[config.mk]
export PLATFORM = sky130hd
export DESIGN_NAME = gpio_irq_detect
export DESIGN_NICKNAME = d
export VERILOG_FILES = /design/src/rtl/gpio_irq_detect.sv
export SDC_FILE = /design/constraint.sdc
export NUM_CORES = 1
export LEC_CHECK = 0
export CAP_MARGIN = 20
export CORE_MARGIN = 4
export CORE_UTILIZATION = 59
export DETAILED_ROUTE_END_ITERATION = 6
export MAX_ROUTING_LAYER = met4
export PLACE_DENSITY = 0.9
export SETUP_SLACK_MARGIN = 0.5
export SYNTH_ARGS = -nofsm -noshare
export SYNTH_HDL_FRONTEND = slang
export SYNTH_SLANG_ARGS = --single-unit
[constraint.sdc]
create_clock -name clk -period 6.5 [get_ports clk]
set_clock_uncertainty 0.05 [all_clocks]
set_input_delay 0.975 -clock clk [delete_from_list [all_inputs] [get_ports clk]]
set_output_delay 0.975 -clock clk [all_outputs]
set_load 0.03 [all_outputs]
[src/rtl/gpio_irq_detect.sv]
module gpio_irq_detect #(
  parameter int N  = 8,
  parameter int AW = 12
) (
  input  logic          clk,
  input  logic          rst_n,
  input  logic [N-1:0]  pin_in,
  input  logic [AW-1:0] bus_addr,
  input  logic          bus_wr,
  input  logic [N-1:0]  bus_wdata,
  output logic [N-1:0]  bus_rdata,
  output logic          irq_out
);
  localparam logic [AW-1:0] A_MODE = AW'('h404);
  localparam logic [AW-1:0] A_ANY  = AW'('h408);
  localparam logic [AW-1:0] A_POL  = AW'('h40C);
  localparam logic [AW-1:0] A_EN   = AW'('h410);
  localparam logic [AW-1:0] A_RAW  = AW'('h414);
  localparam logic [AW-1:0] A_MSK  = AW'('h418);
  localparam logic [AW-1:0] A_CLR  = AW'('h41C);

  logic [N-1:0] mode_q, any_q, pol_q, mask_q;
  logic [N-1:0] prev_pin, edge_lat;
  logic         prev_ok;
  logic [N-1:0] rise, fall, edge_hit, level_hit, clr_vec, raw_stat, masked_stat;

  always_ff @(posedge clk or negedge rst_n) begin
    if (!rst_n) begin
      mode_q <= '0;
      any_q  <= '0;
      pol_q  <= '0;
      mask_q <= '0;
    end else if (bus_wr) begin
      if (bus_addr == A_MODE) mode_q <= bus_wdata;
      if (bus_addr == A_ANY)  any_q  <= bus_wdata;
      if (bus_addr == A_POL)  pol_q  <= bus_wdata;
      if (bus_addr == A_EN)   mask_q <= bus_wdata;
    end
  end

  always_ff @(posedge clk or negedge rst_n) begin
    if (!rst_n) begin
      prev_pin <= '0;
      prev_ok  <= 1'b0;
      edge_lat <= '0;
    end else begin
      prev_pin <= pin_in;
      prev_ok  <= 1'b1;
      edge_lat <= (edge_lat & ~clr_vec) | edge_hit;
    end
  end

  assign rise      = pin_in & ~prev_pin & {N{prev_ok}};
  assign fall      = ~pin_in & prev_pin & {N{prev_ok}};
  assign edge_hit  = ~mode_q & ((any_q & (rise | fall)) |
                                (~any_q & pol_q & rise) |
                                (~any_q & ~pol_q & fall));
  assign level_hit = mode_q & ~(pin_in ^ pol_q);
  assign clr_vec   = (bus_wr && bus_addr == A_CLR) ? bus_wdata : '0;

  assign raw_stat    = level_hit | (edge_lat & ~mode_q);
  assign masked_stat = raw_stat & mask_q;
  assign irq_out     = |masked_stat;

  always_comb begin
    unique case (bus_addr)
      A_MODE:  bus_rdata = mode_q;
      A_ANY:   bus_rdata = any_q;
      A_POL:   bus_rdata = pol_q;
      A_EN:    bus_rdata = mask_q;
      A_RAW:   bus_rdata = raw_stat;
      A_MSK:   bus_rdata = masked_stat;
      default: bus_rdata = '0;
    endcase
  end
endmodule

=== After elaboration in Yosys (flattened, before gate mapping) ===
Cells that the tools add are included.
W data, S select, Z words.

* Flip-flop bits (word level): 49
* Bits of input ports: 31
* Output and inout bits: 9
* Logic and storage cells: 49

* Eq/ne operators: 7
* Muxes and demuxes: 2
* Bitwise logic cells: 27
* Reductions and logical operators: 6

{| class="wikitable"
|+ Operators with widths
! kind !! count
|-
| $and A8 B8 Y8 || 14
|-
| $eq A12 B11 Y1 const B || 7
|-
| $not A8 Y8 || 7
|-
| $pmux W8 S6 || 1
|-
| $or A8 B8 Y8 || 5
|-
| $mux W8 || 1
|-
| $reduce_and A2 Y1 || 4
|-
| $reduce_or A8 Y1 || 1
|-
| $xor A8 B8 Y8 || 1
|-
| $logic_and A1 B1 Y1 || 1
|}

=== Depth between registers and ports, before layout ===
Gate-level depths: netlist of the first run.

* Depth in word-level cells: 9
* Depth in mapped cells: 5
* Mapped depth without buffers: 4

=== Worst setup path after synthesis of the first run ===
No wires, ideal clock.

* Path kind: in2out
* Start point: input port bus_addr[0]
* End point: output port bus_rdata[0]
* Data arrival time: 2.989 ns
* Data required time: 5.475 ns
* Path slack: 2.486 ns
* Stages on the path: 4
* Buffers on the path: 1
* Cell sequence: or4_4 > or3_2 > buf_2 > a311oi_1

* Word-level cells in the longest chain between the ends: 2
* Elaborated cells on any way between the ends: 7
* Classes of those cells: eq/ne (6); mux (1)

{| class="wikitable"
|+ Ends and longest elaborated chain
! item !! line !! RTL
|-
| start, declared || 8 || <nowiki>input logic [AW-1:0] bus_addr,</nowiki>
|-
| $eq A12 B11 Y1 || 66 || <nowiki>unique case (bus_addr)</nowiki>
|-
| $pmux W8 S6 (*) || 66 ||
|-
| end, declared || 11 || <nowiki>output logic [N-1:0] bus_rdata,</nowiki>
|}

Mark *: on every way between the ends. The rest lies on a longest branch, timed or not.

=== Final worst setup path of the first run ===
* Start point: input port bus_addr[2]
* End point: output port bus_rdata[4]

The elaborated chain is that of the path after synthesis.

==> impl_metrics.yaml, run 1 <==
grt:
  grt_pass1_vias: 2176
  track_usage_pct: 24.2
  antenna_found_initial: 0
  grt_pass1_wl_um: 11100
  grt_max_degree: 50
  grt_overflow: 0
synthesis:
  synth_top_area_share_pct: 43.9
  synth_ff_type: "dfrtp_1"
  synth_largest_area_cell: "dfrtp_1"
  ys_types: 42
  syn_avg_cell_area_um2: 10.5
  syn-instance-count: 267
  yosysWarnings: 0
  ys_ff_latch: 49
  synth_edf_count: 0
  synth_area_um2: 2790
  synthTopCellsByArea: "dfrtp_1 (44%), mux2_2 (13%), o21ai_0 (4.8%)"
  async_flop_share_pct: 100
  syn_nets: 298
  synth_seq_area_share_pct: 43.9
detailed_routing:
  vias: 2288
  routed_wl_um: 6610
  drtAntennaViolNets: 0
  vias_per_cell: 6.43
  wl_per_cell_um: 18.6
  drc: 0
  drtIter0Drc: 227
  drt_pass1_iterations: 5
setup_path:
  worstPathRequired_ps: 5470
  worstPathArrival_ps: 3950
  path_common_cell: "clkdlybuf4s50_1"
  crit_buf_inv: 2
  crit_family: "buffers and inverters"
  critPathLaunchType: "input port"
  crit_slowest_cell: "clkdlybuf4s50_1"
  max_stage_delay_ps: 1080
  r2r_slack_ps: 5350
  worstPathMaxFanout: 23
  endpoint_kind: "output port"
  path_cells: "clkdlybuf4s50_1 -> nor2b_1 -> nand2_1 -> a311oi_1 -> clkdlybuf4s50_1"
  path_class: "input port to output port"
finish:
  diodes: 0
  fillers: 319
  multi_input_area_um2: 1460
  drive_gt1_share_pct: 17.8
  syn2layout_area_growth_pct: 18.8
  fin_util_pct: 74.2
  seqCellArea_um2: 1230
  final_nets: 334
sta:
  setup-violations-final: 0
  slew_violations: 0
  worst_pin_slew_ps: 923
  finalCriticalPeriod_ps: 4970
  grt_setup_unrepaired: "no"
  fin_tns_setup_ps: 0
  hold_viol: 0
  max_slew_margin_pct: 38.3
  fin_crit_sh_pct: 76.5
  max_freq_mhz: 201
floorplan:
  fp.dieH_um: 76.8
  rows: 24
  die_w_um: 76.8
  coreArea_um2: 4470
  die_area_um2: 5900
  initial_utilization_pct: 62.4
  io_pins: 40
pwr:
  power_density_nw_per_um2: 169
  vdd_drop_max_v: 0.000124
  p_leak_uw: 0.00139
run:
  max_cap_viol_count: 0
min_path:
  hold_class: "register to register"
place:
  hpwl_um: 4650
  place_congestion: 0.933
  port_buffers: 39
clock_tree:
  cts_buffer_depth: 2
  cts_resized: 0
  clk_pin_slew_ps: 80
  cts_inserted_buffers: 5
  cts_setup_buffers: 0
  clkLatencyLatePin_ps: 300
  cts.sinks: 49
  postCtsHoldBufs: 0
  h-tree-depth: 2
  cts_root_buf: "clkbuf_8"
  cts_tree: "yes"
run_status:
  status: "finished clean"
==> through the flow <==
step / setup WS [ps] / total power (uW) / std cells / instance area [um^2] / hold slack, ps
global placement: 1680 / 372 / 347 / 3200 / 419
detailed placement: 1600 / 374 / 347 / 3200 / 431
CTS: 1590 / 564 / 355 / 3300 / 452
finish: 1530 / 561 / 356 / 3320 / 452
floorplan: 2490 / 340 / 267 / 2790 / 399
global route: 1400 / 586 / 356 / 3320 / 473
==> cell type report <==
cell class	instances	area share [%]
Multi-Input combinational cell	191	44.0
Tap cell	52	1.96
Clock inverter	1	0.151
Clock buffer	7	2.90
Inverter	16	1.81
Timing Repair Buffer	40	12.2
Sequential cell	49	36.9
==> cells by family after synthesis <==
family	synth area share, %
other	0.134
AND/OR/NAND/NOR	18.1
buffers and inverters	3.81
multiplexers	14.3
AO/OA/AOI/OAI	17.2
flip-flops	43.9
XOR/XNOR	2.51
==> power by group <==
part | switching (uW) | leakage (uW) | internal [uW] | total (uW)
sequential | 3.60 | 0.000622 | 308 | 312
combinational | 31.1 | 0.000712 | 26.5 | 57.6
clock | 94.9 | 0.0000542 | 96.2 | 191
total | 130 | 0.00139 | 431 | 561
==> path summary, 6_finish.rpt <==
path	start	end	cells after the start
setup / recovery	bus_addr[2]	bus_rdata[4]	5
hold / removal	edge_lat[5]	edge_lat[5]	1
setup reg to reg	pol_q[3]	edge_lat[3]	3
hold reg to reg	edge_lat[5]	edge_lat[5]	1
max in group asynchronous	rst_n	any_q[4]	2
min in group asynchronous	rst_n	mask_q[1]	1
==> synth_stat cells, types with 3 or more instances <==
cell type and number:
o22ai_1 8, buf_2 4, nand2_1 19, nor3_1 4, dfrtp_1 49, inv_1 16
nor2b_1 14, mux2_2 32, nand4_1 3, nand2b_1 12, a221oi_1 7, buf_1 3
clkbuf_1 4, mux2i_1 4, a32o_1 5, xor2_1 6, nor2_1 5, a31o_2 4
a21oi_1 5, nand3b_1 4, a311oi_1 7, o21ai_0 27
==> registers in the layout, summed over array words and instances (netlist names) <==
signal    count
prev_ok       1
edge_lat      8
mask_q        8
pol_q         8
prev_pin      8
any_q         8
mode_q        8
==> layer usage <==
layer | GRT usage [%] | wire [um] | up-vias
li1 | - | - | 1060
met1 | 33.1 | 2760 | 1115
met2 | 37.0 | 3220 | 101
met3 | 4.45 | 540 | 12
met4 | 6.70 | 95 | 0
met5 | - | 0 | -
==> cell usage in the layout (no fill, tap or decap), types with 2 or more instances in the layout <==
| master | Yosys | routed |
|---|---|---|
| xnor2_1 | 2 | 2 |
| dfrtp_1 | 49 | 49 |
| a221oi_1 | 7 | 7 |
| mux2_2 | 32 | 32 |
| nand4_4 | 2 | 2 |
| o22ai_1 | 8 | 8 |
| a31o_2 | 4 | 4 |
| nand2_1 | 19 | 19 |
| a211oi_1 | 2 | 2 |
| nand3b_1 | 4 | 4 |
| xor2_1 | 6 | 6 |
| nand2b_1 | 12 | 12 |
| nor3_1 | 4 | 4 |
| o21ai_0 | 27 | 27 |
| a21oi_1 | 5 | 5 |
| inv_1 | 16 | 16 |
| mux2i_1 | 4 | 4 |
| a311oi_1 | 7 | 7 |
| nor4_4 | 2 | 2 |
| nor2_1 | 5 | 5 |
| clkdlybuf4s50_1 | 0 | 38 |
| nand4_1 | 3 | 3 |
| clkbuf_8 | 0 | 7 |
| nor3b_1 | 2 | 2 |
| a32o_1 | 5 | 5 |
| nor2b_1 | 14 | 14 |
No activity file was read; power rests on OpenSTA's default activity.
==> run 2, diff against run 1 <==
CORE_UTILIZATION = 49   (was 59)
PLACE_DENSITY = 0.81   (was 0.9)
clock period = 4.4 ns   (was 6.5 ns; I/O delays follow)
==> impl_metrics.yaml, run 2 (same netlist as run 1, synthesis figures left out) <==
run_status:
  status: "finished clean"
floorplan:
  io_pins: 40
  coreArea_um2: 5510
  rows: 27
  die_w_um: 83.5
  fp.dieH_um: 83.5
  die_area_um2: 6970
  initial_utilization_pct: 50.7
setup_path:
  worstPathMaxFanout: 9
  endpoint_kind: "output port"
  critPathLaunchType: "input port"
  max_stage_delay_ps: 620
  worstPathRequired_ps: 3690
  path_class: "input port to output port"
  worstPathArrival_ps: 3080
  path_cells: "clkdlybuf4s50_1 -> or4_4 -> or3_2 -> a311oi_1 -> dlygate4sd2_1"
  crit_slowest_cell: "or3_2"
finish:
  drive_gt1_share_pct: 19.0
  diodes: 0
  fillers: 457
  final_nets: 340
  syn2layout_area_growth_pct: 20.3
  final_cell_mix: "dfrtp_1 (49), mux2_2 (32), clkdlybuf4s50_1 (30)"
  multi_input_area_um2: 1460
  final_common_cell: "dfrtp_1"
  seqCellArea_um2: 1230
sta:
  worst_pin_slew_ps: 665
  fin_crit_sh_pct: 86.2
  finalCriticalPeriod_ps: 3790
  slew_violations: 0
  grt_setup_unrepaired: "no"
  max_freq_mhz: 264
  max_slew_margin_pct: 55.3
  hold_viol: 0
  fin_tns_setup_ps: 0
  setup-violations-final: 0
grt:
  grt_overflow: 0
  antenna_found_initial: 0
  grt_max_degree: 50
  grt_pass1_vias: 2258
  grt_pass1_wl_um: 11100
  track_usage_pct: 20.2
clock_tree:
  cts.sinks: 49
  cts_tree: "yes"
  clk_pin_slew_ps: 80
  h-tree-depth: 2
  cts_setup_buffers: 0
  cts_inserted_buffers: 5
  clkLatencyLatePin_ps: 290
  cts_root_buf: "clkbuf_8"
  cts_resized: 8
  cts_buffer_depth: 2
  postCtsHoldBufs: 0
detailed_routing:
  routed_wl_um: 6600
  vias: 2247
  drtAntennaViolNets: 0
  drt_pass1_iterations: 4
  drtIter0Drc: 172
  vias_per_cell: 5.88
  drc: 0
  wl_per_cell_um: 17.3
pwr:
  p_leak_uw: 0.00145
  power_uw: 800
  power_density_nw_per_um2: 238
  vdd_drop_max_v: 0.000195
place:
  hpwl_um: 4700
  port_buffers: 39
  place_congestion: 0.844
min_path:
  hold_class: "input port to async pin"
run:
  max_cap_viol_count: 0
[run 2: through the flow]
step | worst slack, ps | util, % | hold slack (ps) | cell area [um^2] | instances
global placement | 300 | 59.4 | 422 | 3270 | 373
detailed placement | 318 | 59.4 | 432 | 3270 | 373
CTS | 604 | 60.7 | 451 | 3340 | 381
global route | 500 | 61.0 | 222 | 3360 | 382
floorplan | 1020 | - | 314 | 2790 | 267
finish | 609 | 61.0 | 215 | 3360 | 382
[run 2: final timing paths]
check	start	end	slack, ps	cells past startpoint
worst max register to register	pol_q[0]	edge_lat[0]	3240	3
max in group asynchronous	rst_n	prev_pin[4]	3580	2
worst max-delay path	bus_addr[0]	bus_rdata[4]	610	5
worst min-delay path	rst_n	prev_pin[1]	220	1
min in group clk	edge_lat[5]	edge_lat[5]	450	1
worst min register to register	edge_lat[5]	edge_lat[5]	450	1
[run 2: cell type report]
class	instances	share of cell area, %
Clock inverter	2	0.298
Tap cell	72	2.68
Inverter	16	1.79
Clock buffer	6	2.16
Multi-Input combinational cell	191	43.5
Sequential cell	49	36.5
Timing Repair Buffer	46	13.1
[run 2: routing by layer]
metal | part of all wire [%] | vias up | wire length, um | GRT usage [%]
li1 | - | 1070 | - | -
met3 | 8.0 | 14 | 531 | 5.03
met1 | 44 | 1077 | 2870 | 26.9
met4 | 2.2 | 0 | 144 | 6.58
met5 | 0 | - | 0 | -
met2 | 46 | 86 | 3050 | 30.3
[run 2: where the power goes]
part	switching (uW)	internal [uW]
clock network	139	110
registers	4.96	456
logic	48.3	42.4
total	192	608
[run 2: critical path: cells and delay by family]
kind            cells  cell delay (ps)
simple gates        2             1200
compound gates      1              370
buf+inv             2              840
==> run 3, diff against run 2 <==
CORE_UTILIZATION = 51   (was 49)
CTS_BUF_LIST = sky130_fd_sc_hd__clkbuf_4   (was default)
PLACE_DENSITY = 0.83   (was 0.81)
==> impl_metrics.yaml, run 3 (same netlist as run 1, synthesis figures left out) <==
setup_path:
  path_cells: "clkdlybuf4s50_1 -> or4_4 -> or3_2 -> a311oi_1 -> dlygate4sd2_1"
  r2r_start: "pol_q[1]"
  crit_start: "bus_addr[0]"
  r2r_cells: 3
  worstPathRequired_ps: 3690
  crit_buf_inv: 2
  r2r_slack_ps: 3230
  r2r-end: "edge_lat[1]"
  worstPathMaxFanout: 9
  path_class: "input port to output port"
  max_stage_delay_ps: 620
  critPathLaunchType: "input port"
  endpoint_kind: "output port"
  crit_family: "simple AND/OR/NAND/NOR gates"
  worstPathArrival_ps: 3110
  endpoint: "bus_rdata[7]"
  crit_slowest_cell: "or3_2"
  cp_num_cells: 5
finish:
  final_common_cell: "dfrtp_1"
  drive_gt1_share_pct: 19.7
  syn2layout_area_growth_pct: 20.8
  diodes: 0
  fin_util_pct: 64.8
  final_cell_mix: "dfrtp_1 (49), mux2_2 (32), clkdlybuf4s50_1 (30)"
  final_cells: 380
  final_nets: 340
sta:
  setup-violations-final: 0
  hold_viol: 0
  grt_setup_unrepaired: "no"
  slew_violations: 0
  worst_pin_slew_ps: 615
  finalCriticalPeriod_ps: 3820
  max_freq_mhz: 261
  fin_crit_sh_pct: 86.9
  fin_tns_setup_ps: 0
  max_slew_margin_pct: 58.7
floorplan:
  die_area_um2: 6730
  io_pins: 40
  coreArea_um2: 5200
  fp.dieH_um: 82.0
  die_w_um: 82.0
  initial_utilization_pct: 53.7
  rows: 26
clock_tree:
  cts_inserted_buffers: 5
  cts_root_buf: "clkbuf_4"
  cts_buffer_depth: 2
  cts.sinks: 49
  h-tree-depth: 2
  cts_tree: "yes"
  clk_pin_slew_ps: 140
  clkLatencyLatePin_ps: 370
detailed_routing:
  drtIter0Drc: 181
  drt_pass1_iterations: 4
  vias_per_cell: 6.03
  drc: 0
  routed_wl_um: 6590
  wl_per_cell_um: 17.4
  drtAntennaViolNets: 0
  vias: 2293
grt:
  track_usage_pct: 22.3
  grt_overflow: 0
  grt_pass1_wl_um: 10900
  grt_pass1_vias: 2161
  antenna_found_initial: 0
  grt_max_degree: 50
pwr:
  vdd_drop_max_v: 0.000190
  p_leak_uw: 0.00145
  power_density_nw_per_um2: 257
place:
  port_buffers: 39
  hpwl_um: 4710
  place_congestion: 0.862
  dp_cells: 371
min_path:
  hold_class: "input port to async pin"
run:
  max_cap_viol_count: 0
run_status:
  status: "finished clean"
[run 3: cell count changes in the layout (fill, tap and decap cells not counted), sizes merged]
cell and change:
bufinv +2, dlygate4sd2 -1, clkinv -1
[run 3: where the power goes]
group	switching (uW)	internal [uW]
clock network	142	176
logic	46.8	42.3
registers	5.17	456
[run 3: worst min-delay path by stage]
stage	from	to	slack (ps)
after detailed placement	edge_lat[5]	edge_lat[5]	420
after global routing	rst_n	pol_q[6]	220
after CTS	rst_n	mask_q[1]	460
final	rst_n	edge_lat[6]	190
after floorplan	rst_n	any_q[0]	310
after global placement	edge_lat[5]	edge_lat[5]	420
[run 3: cell type report]
cell class / count / area [um^2]
Clock buffer: 5 / 37.5
Inverter: 16 / 60.1
Clock inverter: 3 / 65.1
Multi-Input combinational cell: 191 / 1460
Timing Repair Buffer: 46 / 437
Sequential cell: 49 / 1230
Tap cell: 70 / 87.6
Fill cell: 422 / 1830
[run 3: stage by stage]
step / setup WS, ps / total power [uW] / cell area, um^2 / hold WS [ps]
finish: 576 / 868 / 3370 / 194
global route: 504 / 905 / 3370 / 217
CTS: 601 / 874 / 3360 / 456
detailed placement: 313 / 557 / 3270 / 422
global placement: 305 / 555 / 3270 / 420
floorplan: 1020 / 502 / 2790 / 314
[run 3: layer usage]
metal	wire, um	global-route usage, %
met5	0	-
met4	171	9.14
met3	588	4.39
met2	2930	32.8
met1	2900	30.2
[run 3: what timing repair did]
item	CTS	global route
resized for setup	8	3
buffers inserted	0	0
gates cloned	0	0
endpoints found under the setup margin	8	1
hold buffers	0	0
